[src/rtl/psram_pkg.sv]
package psram_pkg;

  typedef enum logic [2:0] {
    C_DESEL,
    C_NOP,
    C_WRITE,
    C_REGSET,
    C_BINIT,
    C_BREAD,
    C_BHOLD
  } cmd_e;

  typedef enum logic [1:0] {
    PM_STBY = 2'd0,
    PM_ACT  = 2'd1,
    PM_DPD  = 2'd2,
    PM_WAKE = 2'd3
  } pmode_e;

  typedef enum logic [1:0] {
    S_RUN,
    S_DPD,
    S_WAKE
  } pst_e;

endpackage

[src/rtl/psram_cmd_decode.sv]
module psram_cmd_decode
  import psram_pkg::*;
(
  input  logic cs_n,
  input  logic adv_n,
  input  logic we_n,
  input  logic ub_n,
  input  logic lb_n,
  input  logic cre,
  input  logic flash_mode,
  input  logic burst_open,
  input  logic rdy,
  input  logic in_dpd,
  output cmd_e cmd
);

  always_comb begin
    cmd = C_NOP;
    if (cs_n) begin
      cmd = C_DESEL;
    end else if (!we_n) begin
      // level-decoded write path; no clock edge or address strobe needed
      if (cre) cmd = (rdy || in_dpd) ? C_REGSET : C_NOP;
      else     cmd = rdy ? C_WRITE : C_NOP;
    end else if (!rdy) begin
      cmd = C_NOP;
    end else if (flash_mode && !cre && !adv_n) begin
      cmd = C_BINIT;
    end else if (flash_mode && adv_n && burst_open) begin
      cmd = (ub_n && lb_n) ? C_BHOLD : C_BREAD;
    end
  end

endmodule

[src/rtl/psram_cfg_regs.sv]
module psram_cfg_regs #(
  parameter int          CW        = 16,
  parameter logic [15:0] REF_RESET = 16'h0010,
  parameter logic [15:0] BUS_RESET = 16'h8000
) (
  input  logic          clk,
  input  logic          rst_n,
  input  logic          ld,
  input  logic          sel_bus,
  input  logic [CW-1:0] din,
  output logic [CW-1:0] ref_q,
  output logic [CW-1:0] bus_q
);

  always_ff @(posedge clk or negedge rst_n) begin
    if (!rst_n) begin
      ref_q <= CW'(REF_RESET);
      bus_q <= CW'(BUS_RESET);
    end else if (ld) begin
      if (sel_bus) bus_q <= din;
      else         ref_q <= din;
    end
  end

  // configuration words only change on a register load
  p_cfg_hold_r2: assert property (@(posedge clk) disable iff (!rst_n)
    !ld |=> ($stable(ref_q) && $stable(bus_q)));

  // a load lands in exactly the selected word
  p_cfg_sel_r2: assert property (@(posedge clk) disable iff (!rst_n)
    (ld && sel_bus) |=> (bus_q == $past(din)) && $stable(ref_q));

endmodule

[src/rtl/psram_pwr_seq.sv]
module psram_pwr_seq
  import psram_pkg::*;
#(
  parameter int AW       = 21,
  parameter int WAKE_CYC = 30000
) (
  input  logic          clk,
  input  logic          rst_n,
  input  logic          cs_n,
  input  logic [AW-1:0] addr,
  input  cmd_e          cmd,
  input  logic          dpd_armed,
  input  logic          exit_req,
  output logic          rdy,
  output logic          in_dpd,
  output pmode_e        pmode
);

  localparam int CNTW = $clog2(WAKE_CYC + 1);

  pst_e            st;
  logic [CNTW-1:0] cnt;
  logic            stby_q;
  logic [AW-1:0]   addr_q;
  logic            idle;
  logic            stby_now;

  assign idle     = (cmd == C_NOP) || (cmd == C_BHOLD);
  assign stby_now = cs_n || (idle && stby_q && (addr == addr_q));
  assign rdy      = (st == S_RUN);
  assign in_dpd   = (st == S_DPD);

  always_ff @(posedge clk or negedge rst_n) begin
    if (!rst_n) begin
      st  <= S_RUN;
      cnt <= '0;
    end else begin
      unique case (st)
        S_RUN:  if (cs_n && dpd_armed) st <= S_DPD;
        S_DPD:  if (exit_req) begin
                  st  <= S_WAKE;
                  cnt <= CNTW'(WAKE_CYC - 1);
                end
        S_WAKE: if (cnt == '0) st <= S_RUN;
                else           cnt <= cnt - 1'b1;
        default: st <= S_RUN;
      endcase
    end
  end

  always_ff @(posedge clk or negedge rst_n) begin
    if (!rst_n) begin
      stby_q <= 1'b1;
      addr_q <= '0;
    end else begin
      stby_q <= stby_now;
      addr_q <= addr;
    end
  end

  always_comb begin
    unique case (st)
      S_DPD:   pmode = PM_DPD;
      S_WAKE:  pmode = PM_WAKE;
      default: pmode = stby_now ? PM_STBY : PM_ACT;
    endcase
  end

  // deep power-down is only left through the register exit request
  p_dpd_hold_r9: assert property (@(posedge clk) disable iff (!rst_n)
    (st == S_DPD && !exit_req) |=> (st == S_DPD));

  // the wake counter steps down by one per cycle while waking
  p_wake_count_r10: assert property (@(posedge clk) disable iff (!rst_n)
    (st == S_WAKE && cnt != '0) |=> (st == S_WAKE) && (cnt == $past(cnt) - 1'b1));

  // expiry returns to normal operation
  p_wake_done_r10: assert property (@(posedge clk) disable iff (!rst_n)
    (st == S_WAKE && cnt == '0) |=> (st == S_RUN));

  // deselect while running always reports standby
  p_stby_desel_r11: assert property (@(posedge clk) disable iff (!rst_n)
    (cs_n && st == S_RUN) |-> (pmode == PM_STBY));

endmodule

[src/rtl/psram_burst_rd.sv]
module psram_burst_rd
  import psram_pkg::*;
#(
  parameter int AW = 21,
  parameter int DW = 16
) (
  input  logic          clk,
  input  logic          rst_n,
  input  cmd_e          cmd,
  input  logic [AW-1:0] addr,
  input  logic          ub_n,
  input  logic          lb_n,
  input  logic [DW-1:0] rdata,
  output logic [AW-1:0] ptr,
  output logic          open,
  output logic [DW-1:0] dout,
  output logic [1:0]    lane_q
);

  always_ff @(posedge clk or negedge rst_n) begin
    if (!rst_n) begin
      ptr    <= '0;
      open   <= 1'b0;
      dout   <= '0;
      lane_q <= 2'b00;
    end else begin
      unique case (cmd)
        C_BINIT: begin
          ptr    <= addr;
          open   <= 1'b1;
          lane_q <= 2'b00;
        end
        C_BREAD: begin
          dout   <= rdata;
          ptr    <= ptr + 1'b1;
          lane_q <= {~ub_n, ~lb_n};
        end
        C_DESEL, C_WRITE, C_REGSET: begin
          open   <= 1'b0;
          lane_q <= 2'b00;
        end
        default: lane_q <= 2'b00;
      endcase
    end
  end

  // every burst read advances the word pointer by one
  p_ptr_step_r6: assert property (@(posedge clk) disable iff (!rst_n)
    (cmd == C_BREAD) |=> (ptr == $past(ptr) + 1'b1));

  // both byte enables high in a burst freezes the pointer and drives nothing
  p_bhold_r7: assert property (@(posedge clk) disable iff (!rst_n)
    (cmd == C_BHOLD) |=> ($stable(ptr) && lane_q == 2'b00));

  // deselect closes the burst
  p_desel_close_r8: assert property (@(posedge clk) disable iff (!rst_n)
    (cmd == C_DESEL) |=> (!open && lane_q == 2'b00));

  // opening a burst drives no data
  p_binit_quiet_r5: assert property (@(posedge clk) disable iff (!rst_n)
    (cmd == C_BINIT) |=> (open && lane_q == 2'b00));

endmodule

[src/rtl/psram_cmd_front.sv]
module psram_cmd_front
  import psram_pkg::*;
#(
  parameter int AW          = 21,
  parameter int CLK_MHZ     = 200,
  parameter int WAKE_US     = 150,
  parameter int REG_SEL_BIT = 19,
  parameter int DPD_BIT     = 4,
  parameter int MODE_BIT    = 15
) (
  input  logic          clk,
  input  logic          rst_n,
  input  logic          cs_n,
  input  logic          adv_n,
  input  logic          we_n,
  input  logic          oe_n,
  input  logic          ub_n,
  input  logic          lb_n,
  input  logic          cre,
  input  logic [AW-1:0] addr,
  input  logic [15:0]   dq_in,
  output logic [15:0]   dq_out,
  output logic [1:0]    dq_oe,
  output logic          arr_we,
  output logic [1:0]    arr_wbe,
  output logic [AW-1:0] arr_addr,
  output logic [15:0]   arr_wdata,
  input  logic [15:0]   arr_rdata,
  output logic [15:0]   cfg_ref,
  output logic [15:0]   cfg_bus,
  output logic          rdy,
  output logic [1:0]    pwr_mode
);

  localparam int DW       = 16;
  localparam int CW       = 16;
  localparam int WAKE_CYC = CLK_MHZ * WAKE_US;

  cmd_e          cmd;
  logic          flash_mode;
  logic          burst_open;
  logic          in_dpd;
  logic          exit_req;
  logic [AW-1:0] ptr;
  logic [1:0]    lane_q;
  pmode_e        pmode;

  assign flash_mode = ~cfg_bus[MODE_BIT];
  assign exit_req   = (cmd == C_REGSET) && !addr[REG_SEL_BIT] && addr[DPD_BIT];

  psram_cmd_decode u_dec (
    .cs_n       (cs_n),
    .adv_n      (adv_n),
    .we_n       (we_n),
    .ub_n       (ub_n),
    .lb_n       (lb_n),
    .cre        (cre),
    .flash_mode (flash_mode),
    .burst_open (burst_open),
    .rdy        (rdy),
    .in_dpd     (in_dpd),
    .cmd        (cmd)
  );

  psram_cfg_regs #(.CW(CW)) u_cfg (
    .clk     (clk),
    .rst_n   (rst_n),
    .ld      (cmd == C_REGSET),
    .sel_bus (addr[REG_SEL_BIT]),
    .din     (addr[CW-1:0]),
    .ref_q   (cfg_ref),
    .bus_q   (cfg_bus)
  );

  psram_pwr_seq #(.AW(AW), .WAKE_CYC(WAKE_CYC)) u_pwr (
    .clk       (clk),
    .rst_n     (rst_n),
    .cs_n      (cs_n),
    .addr      (addr),
    .cmd       (cmd),
    .dpd_armed (~cfg_ref[DPD_BIT]),
    .exit_req  (exit_req),
    .rdy       (rdy),
    .in_dpd    (in_dpd),
    .pmode     (pmode)
  );

  psram_burst_rd #(.AW(AW), .DW(DW)) u_burst (
    .clk    (clk),
    .rst_n  (rst_n),
    .cmd    (cmd),
    .addr   (addr),
    .ub_n   (ub_n),
    .lb_n   (lb_n),
    .rdata  (arr_rdata),
    .ptr    (ptr),
    .open   (burst_open),
    .dout   (dq_out),
    .lane_q (lane_q)
  );

  // asynchronous write path straight from the pin levels
  assign arr_we    = (cmd == C_WRITE);
  assign arr_wbe   = {~ub_n, ~lb_n};
  assign arr_wdata = dq_in;
  assign arr_addr  = arr_we ? addr : ptr;

  // lanes drive only while selected, reading and output-enabled
  assign dq_oe    = lane_q & {~ub_n, ~lb_n} & {2{~oe_n & we_n & ~cs_n}};
  assign pwr_mode = pmode;

  // an array write never coincides with the bus being driven
  p_write_hiz_r3: assert property (@(posedge clk) disable iff (!rst_n)
    arr_we |-> (dq_oe == 2'b00));

  // no array write while powered down
  p_dpd_nowrite_r9: assert property (@(posedge clk) disable iff (!rst_n)
    in_dpd |-> !arr_we);

  // no burst data path in plain SRAM mode
  p_sram_noburst_r4: assert property (@(posedge clk) disable iff (!rst_n)
    (!flash_mode && $stable(cfg_bus)) |=> (lane_q == 2'b00));

endmodule

[config.mk]
export PLATFORM = sky130hd
export DESIGN_NAME = psram_cmd_front
export DESIGN_NICKNAME = d
export VERILOG_FILES = /design/src/rtl/psram_pkg.sv /design/src/rtl/psram_cmd_decode.sv /design/src/rtl/psram_cfg_regs.sv /design/src/rtl/psram_pwr_seq.sv /design/src/rtl/psram_burst_rd.sv /design/src/rtl/psram_cmd_front.sv
export SDC_FILE = /design/constraint.sdc
export NUM_CORES = 1
export LEC_CHECK = 0
export BUFFER_PORTS_ARGS = -buffer_cell sky130_fd_sc_hd__buf_4
export CORE_MARGIN = 8
export CORE_UTILIZATION = 59
export CTS_BUF_LIST = sky130_fd_sc_hd__clkbuf_8
export CTS_CLUSTER_SIZE = 16
export DETAILED_ROUTE_END_ITERATION = 16
export PLACE_DENSITY = 0.88
export RECOVER_POWER = 50
export SYNTH_ARGS = -nofsm -noshare
export SYNTH_HDL_FRONTEND = slang
export SYNTH_SLANG_ARGS = --single-unit
[constraint.sdc]
create_clock -name clk -period 4.75 [get_ports clk]
set_input_delay 1.425 -clock clk [delete_from_list [all_inputs] [get_ports clk]]
set_output_delay 1.425 -clock clk [all_outputs]
set_load 0.005 [all_outputs]
# --- After elaboration in Yosys (flattened, before gate mapping) ---
# Cells that the tools add are included.
# W data, S select, Z words.
classes:
  eq_ne: 13
  n_reduce_logical: 27
  muxes: 22
  add_sub_neg: 2
  n_bitwise: 11
ops:
  columns: ["operator", "count"]
  rows:
  - ["$pmux W21 S2", 1]
  - ["$mux W15", 2]
  - ["$pmux W15 S2", 1]
  - ["$add A21 B1 Y21 const B", 1]
  - ["$eq A21 B21 Y1", 1]
  - ["$mux W21", 1]
  - ["$mux W3", 6]
  - ["$logic_not A15 Y1", 1]
  - ["$sub A15 B1 Y15 const B", 1]
  - ["$mux W2", 7]
  - ["$logic_and A1 B1 Y1", 10]
  - ["$eq A3 B3 Y1 const B", 3]
  - ["$not A1 Y1", 7]
  - ["$eq A3 B2 Y1 const B", 2]
  - ["$pmux W2 S3", 1]
  - ["$reduce_and A3 Y1", 2]
  - ["$reduce_bool A2 Y1", 3]
  - ["$and A2 B2 Y2", 2]
  - ["$ne A2 B1 Y1 const B", 2]
  - ["$ne A2 B2 Y1 const B", 2]
  - ["$pmux W2 S2", 1]
  - ["$reduce_and A2 Y1", 2]
  - ["$eq A3 B1 Y1 const B", 1]
  - ["$logic_not A1 Y1", 3]
  - ["other kinds (9)", 12]
word_totals:
  output_inout_bits: 93
  word_cells: 85
  register_bits: 111
  inputBits: 62

# --- Logic depth before layout (Yosys ltp) ---
depth:
  ltp_word: 15
  depth_mapped: 9
  depth_no_buf: 7

# --- Hierarchy ---
# A second synthesis with hierarchy kept.
unflattened:
  hier_cells: 523
  hier_area_um2: 5810.6
modules_own_cells:
  columns: ["mod", "seq_area_each_um2", "area_each_um2", "instances", "cells_per_inst"]
  rows:
  - ["psram_burst_rd", 1001.0, 2094.5, 1, 213]
  - ["psram_pwr_seq", 977.2, 1934.4, 1, 178]
  - ["psram_cfg_regs", 803.3, 1255.0, 1, 69]
  - ["psram_cmd_front", 0.0, 455.4, 1, 49]
  - ["psram_cmd_decode", 0.0, 71.3, 1, 14]

# --- Least setup slack after synthesis ---
# No wires, ideal clock.
synth_timing:
  path_type: "input-to-output"
  startpoint: "input cs_n"
  endpoint: "output pwr_mode[0]"
  slack_ns: 0.592
  n_path_buf: 2
  required_ns: 3.325
  t_arrival_ns: 2.733
  path_stages: 7
  cell_sequence: "buf_4 and4bb_2 o21ai_0 buf_4 nand3b_1 a2111oi_0 o31ai_1"
synth_between:
  elab_chain_cells: 8
  elab_cells_between_ends: 9
  classes_between: "2 x eq/ne; 3 x mux; 4 x reduce/logical"
synth_rtl:
  columns: ["element", "line", "rtl"]
  rows:
  - ["start, declared", "psram_cmd_front.sv:13", "input logic cs_n,"]
  - ["$mux W3", "psram_cmd_decode.sv:19", "if (cs_n) begin"]
  - ["$eq A3 B1 Y1 / $eq A3 B3 Y1 (equally long branches)", "psram_pwr_seq.sv:28", "assign idle = (cmd == C_NOP) || (cmd == C_BHOLD);"]
  - ["$logic_or A1 B1 Y1", "psram_pwr_seq.sv:28", null]
  - ["$logic_and A1 B1 Y1 (2 in a row)", "psram_pwr_seq.sv:29", "assign stby_now = cs_n || (idle && stby_q && (addr == addr_q));"]
  - ["$logic_or A1 B1 Y1 *", "psram_pwr_seq.sv:29", null]
  - ["$mux W1 *", "psram_pwr_seq.sv:65", "default: pmode = stby_now ? PM_STBY : PM_ACT;"]
  - ["$pmux W2 S2 *", "psram_pwr_seq.sv:62", "unique case (st)"]
  - ["end, declared", "psram_cmd_front.sv:32", "output logic [1:0] pwr_mode"]
# Mark *: on every way between the ends. The rest lies on a longest branch, timed or not.

# --- Worst setup path in the final report ---
layout_timing:
  startpoint: "input addr[17]"
  endpoint: "output pwr_mode[0]"
layout_between:
  elab_chain_cells: 5
layout_rtl:
  columns: ["element", "line", "rtl"]
  rows:
  - ["start, declared", "psram_cmd_front.sv:20", "input logic [AW-1:0] addr,"]
  - ["$eq A21 B21 Y1", "psram_pwr_seq.sv:29", null]
  - ["$logic_and A1 B1 Y1", "psram_pwr_seq.sv:29", null]
  - ["$logic_or A1 B1 Y1", "psram_pwr_seq.sv:29", null]
  - ["$mux W1", "psram_pwr_seq.sv:65", null]
  - ["$pmux W2 S2", "psram_pwr_seq.sv:62", null]
# Every way passes these cells.

==> impl_metrics.ini <==
[run_status]
status = finished with violations
violations = max-capacitance violations, max-slew violations

[worst_hold_path]
hp-class = flop to flop
hold_depth = 2

[global_route]
grt_overflow = 0
grt_first_pass_wirelength_um = 25700
track_usage = 0.246
antenna_found_initial = 0
grt_max_degree = 48
grt_pass1_vias = 5112

[sta]
fmaxAchievable_ghz = 0.222
hold_slack_ps = 485
fin_worst_skew_ps = 6.59
tns_ps = 0
maxSlewHeadroom = -0.653
max_slew.worst_pin.slew_ps = 2480
slew_violations = 48
setup_viol = 0
rsz0062_at_grt = false
min_period_over_period = 0.948
period_needed_ps = 4500
hold_viol = 0
fin_ws_ps = 247

[layout]
nets = 730
final_util = 0.705
drive_gt1_frac = 0.275
final_cells = 801
diodes = 0
layout_common_cells = 108 x dfrtp_1, 83 x nand2_1, 83 x buf_4, 36 x mux2_2, 26 x a21oi_1
final_common_cell = dfrtp_1
fin_area_um2 = 6800
area_delta_synth_final_pct = 17.7

[pwr]
ir_drop_v = 0.000263
p_leak_nw = 3.05
pwr-share-clk = 0.181
switching_power_mw = 1.19
seq_power_share = 0.429
power.share.combinational = 0.390
p_per_area_nw_per_um2 = 493
internal_power_mw = 2.16
swShare = 0.354
fin_total_pwr_mw = 3.35

[die]
dieWidth_um = 115
initial_utilization = 0.599
coreArea_um2 = 9640
io_pins = 155
die-area_um2 = 13200
rows = 36
dieHeight_um = 115

[logic_synthesis]
synth_flop_cell = dfrtp_1
synthTopCellsByArea = dfrtp_1 47%, mux2_2 7.0%, nand2_1 5.4%
synth-simple-area-share = 0.173
yosysUniqueCellTypes = 70
synth_top_area_cell = dfrtp_1
ys_seq_area_frac = 0.482
synth_edf_count = 0
synth_compound_area_frac = 0.144
synth_seq_cells = 111
synth_top_area_share = 0.468
ys_async_sr_fraction = 1.00
synth-xor-area-share = 0.0319
synth_adder_area_share = 0.0108
synth.mux.area_fraction = 0.102
synth_warnings = 0
synth_top_family_by_area = simple AND/OR/NAND/NOR gates
avgSynthCellArea_um2 = 10.2
synthesis.nets = 632
synth.cell_area_um2 = 5770
postSynthCellCount = 565

[critical_path]
endpoint_kind = primary output
critPathArrivalTime_ps = 3080
critPathKind = primary input to primary output
path_max_fanout = 4
start_kind = primary input
cp_data_required_time_ps = 3320
reg2reg_depth = 8

[routing]
drt-pass1-iter-count = 6
num_vias = 5024
avgViaCountPerCell = 6.27
ant_nets = 0
drc = 0
totalWireLength_um = 16000
wl_per_cell_um = 20.0
first_iter_violations = 568

[clock_network]
root_buffer = clkbuf_8
cts_buffers = 9
cts_tree = done
clock_latency_ps = 380
cts_max_level = 3
clk_path_buf_depth = 2
cts_sinks = 111
cts.clk_slew.worst_paths_ps = 100
post_cts_buffers = 0
cts_hold_buf = 0

[placed_design]
io_buffers = 122
dp_hpwl_um = 11600
dpl.cell_count = 785
pre_cts_ws_ps = 185
finalWeightedCongestion = 0.893
placed_area_um2 = 6660

[job]
max-cap-violations = 1
cell families after synthesis:
logic type / after synthesis
buffers and inverters: 61
DFF: 111
xor gates and xnor gates: 21
muxes: 50
and+or+nand+nor: 198
adders and majority gates: 5
AOI/OAI and AO/OA: 119
power by group through the flow:
stage	combinational, mW	sequential [mW]	clock (mW)
final	1.31	1.44	0.607
after global routing	1.41	1.47	0.652
after CTS	1.33	1.44	0.615
after detailed placement	1.32	1.45	0
after global placement	1.28	1.44	0
after floorplan	0.652	1.42	0
worst max-delay path, stage by stage:
cell and delay (ps):
clkbuf_1 220, xor2_1 130, nor4_1 360, nand2_1 120
a2111oi_1 490, o31ai_1 170, buf_4 160
area by class of cell:
type | instances | area (um^2)
Tap cell | 133 | 166
Sequential cell | 111 | 2780
Multi-Input combinational cell | 393 | 2680
Clock inverter | 7 | 91.3
Timing Repair Buffer | 128 | 877
Clock buffer | 9 | 124
Fill cell | 744 | 2840
Inverter | 20 | 75.1
flip-flops by register name, summed over array words and instances, names as in the netlist:
| name | cells |
|---|---|
| u_pwr.stby_q | 1 |
| u_burst.lane_q | 2 |
| u_pwr.addr_q | 21 |
| u_pwr.st | 2 |
| u_cfg.ref_q | 16 |
| u_cfg.bus_q | 16 |
| u_burst.ptr | 21 |
| u_burst.dout | 16 |
| u_burst.open | 1 |
| u_pwr.cnt | 15 |
timing repair:
item	4_1_cts	5_1_grt
endpoints found under the setup margin	0	1
resized for setup	0	1
hold endpoints to repair	0	0
worst paths after layout:
path                                        startpoint                          end  slack (ps)
hold reg to reg            u_burst.dout[9]$_DFFE_PN0P_  u_burst.dout[9]$_DFFE_PN0P_         490
max in group asynchronous                        rst_n  u_cfg.bus_q[11]$_DFFE_PN0P_         950
min in group asynchronous                        rst_n   u_burst.ptr[0]$_DFFE_PN0P_        1790
setup / recovery                              addr[17]                  pwr_mode[0]         250
hold / removal             u_burst.dout[9]$_DFFE_PN0P_  u_burst.dout[9]$_DFFE_PN0P_         490
setup reg to reg               u_pwr.st[1]$_DFFE_PN0P_  u_burst.ptr[15]$_DFFE_PN0P_        1430
cell usage after synthesis, types with 6 or more instances:
| cell type | n |
|---|---|
| nand2b_1 | 6 |
| inv_1 | 20 |
| mux2_2 | 36 |
| o21ai_0 | 25 |
| xor2_1 | 18 |
| dfrtp_1 | 108 |
| nor4_1 | 8 |
| a2bb2oi_1 | 9 |
| buf_2 | 6 |
| nand3_1 | 19 |
| nor2_1 | 23 |
| or3_1 | 6 |
| nand2_1 | 83 |
| nor3_1 | 11 |
| clkbuf_1 | 15 |
| buf_4 | 18 |
| a31oi_1 | 6 |
| a21oi_1 | 26 |
| mux2_4 | 9 |
| nand4_1 | 8 |
| and3_1 | 6 |
per-layer routing:
layer | global-route usage | part of all wire | vias to the layer above
li1 | - | - | 2212
met3 | 0.0504 | 0.097 | 64
met5 | 0 | 0 | -
met4 | 0.137 | 0.034 | 0
met1 | 0.303 | 0.39 | 2448
met2 | 0.398 | 0.48 | 300
(Power assumes the default switching activity.)
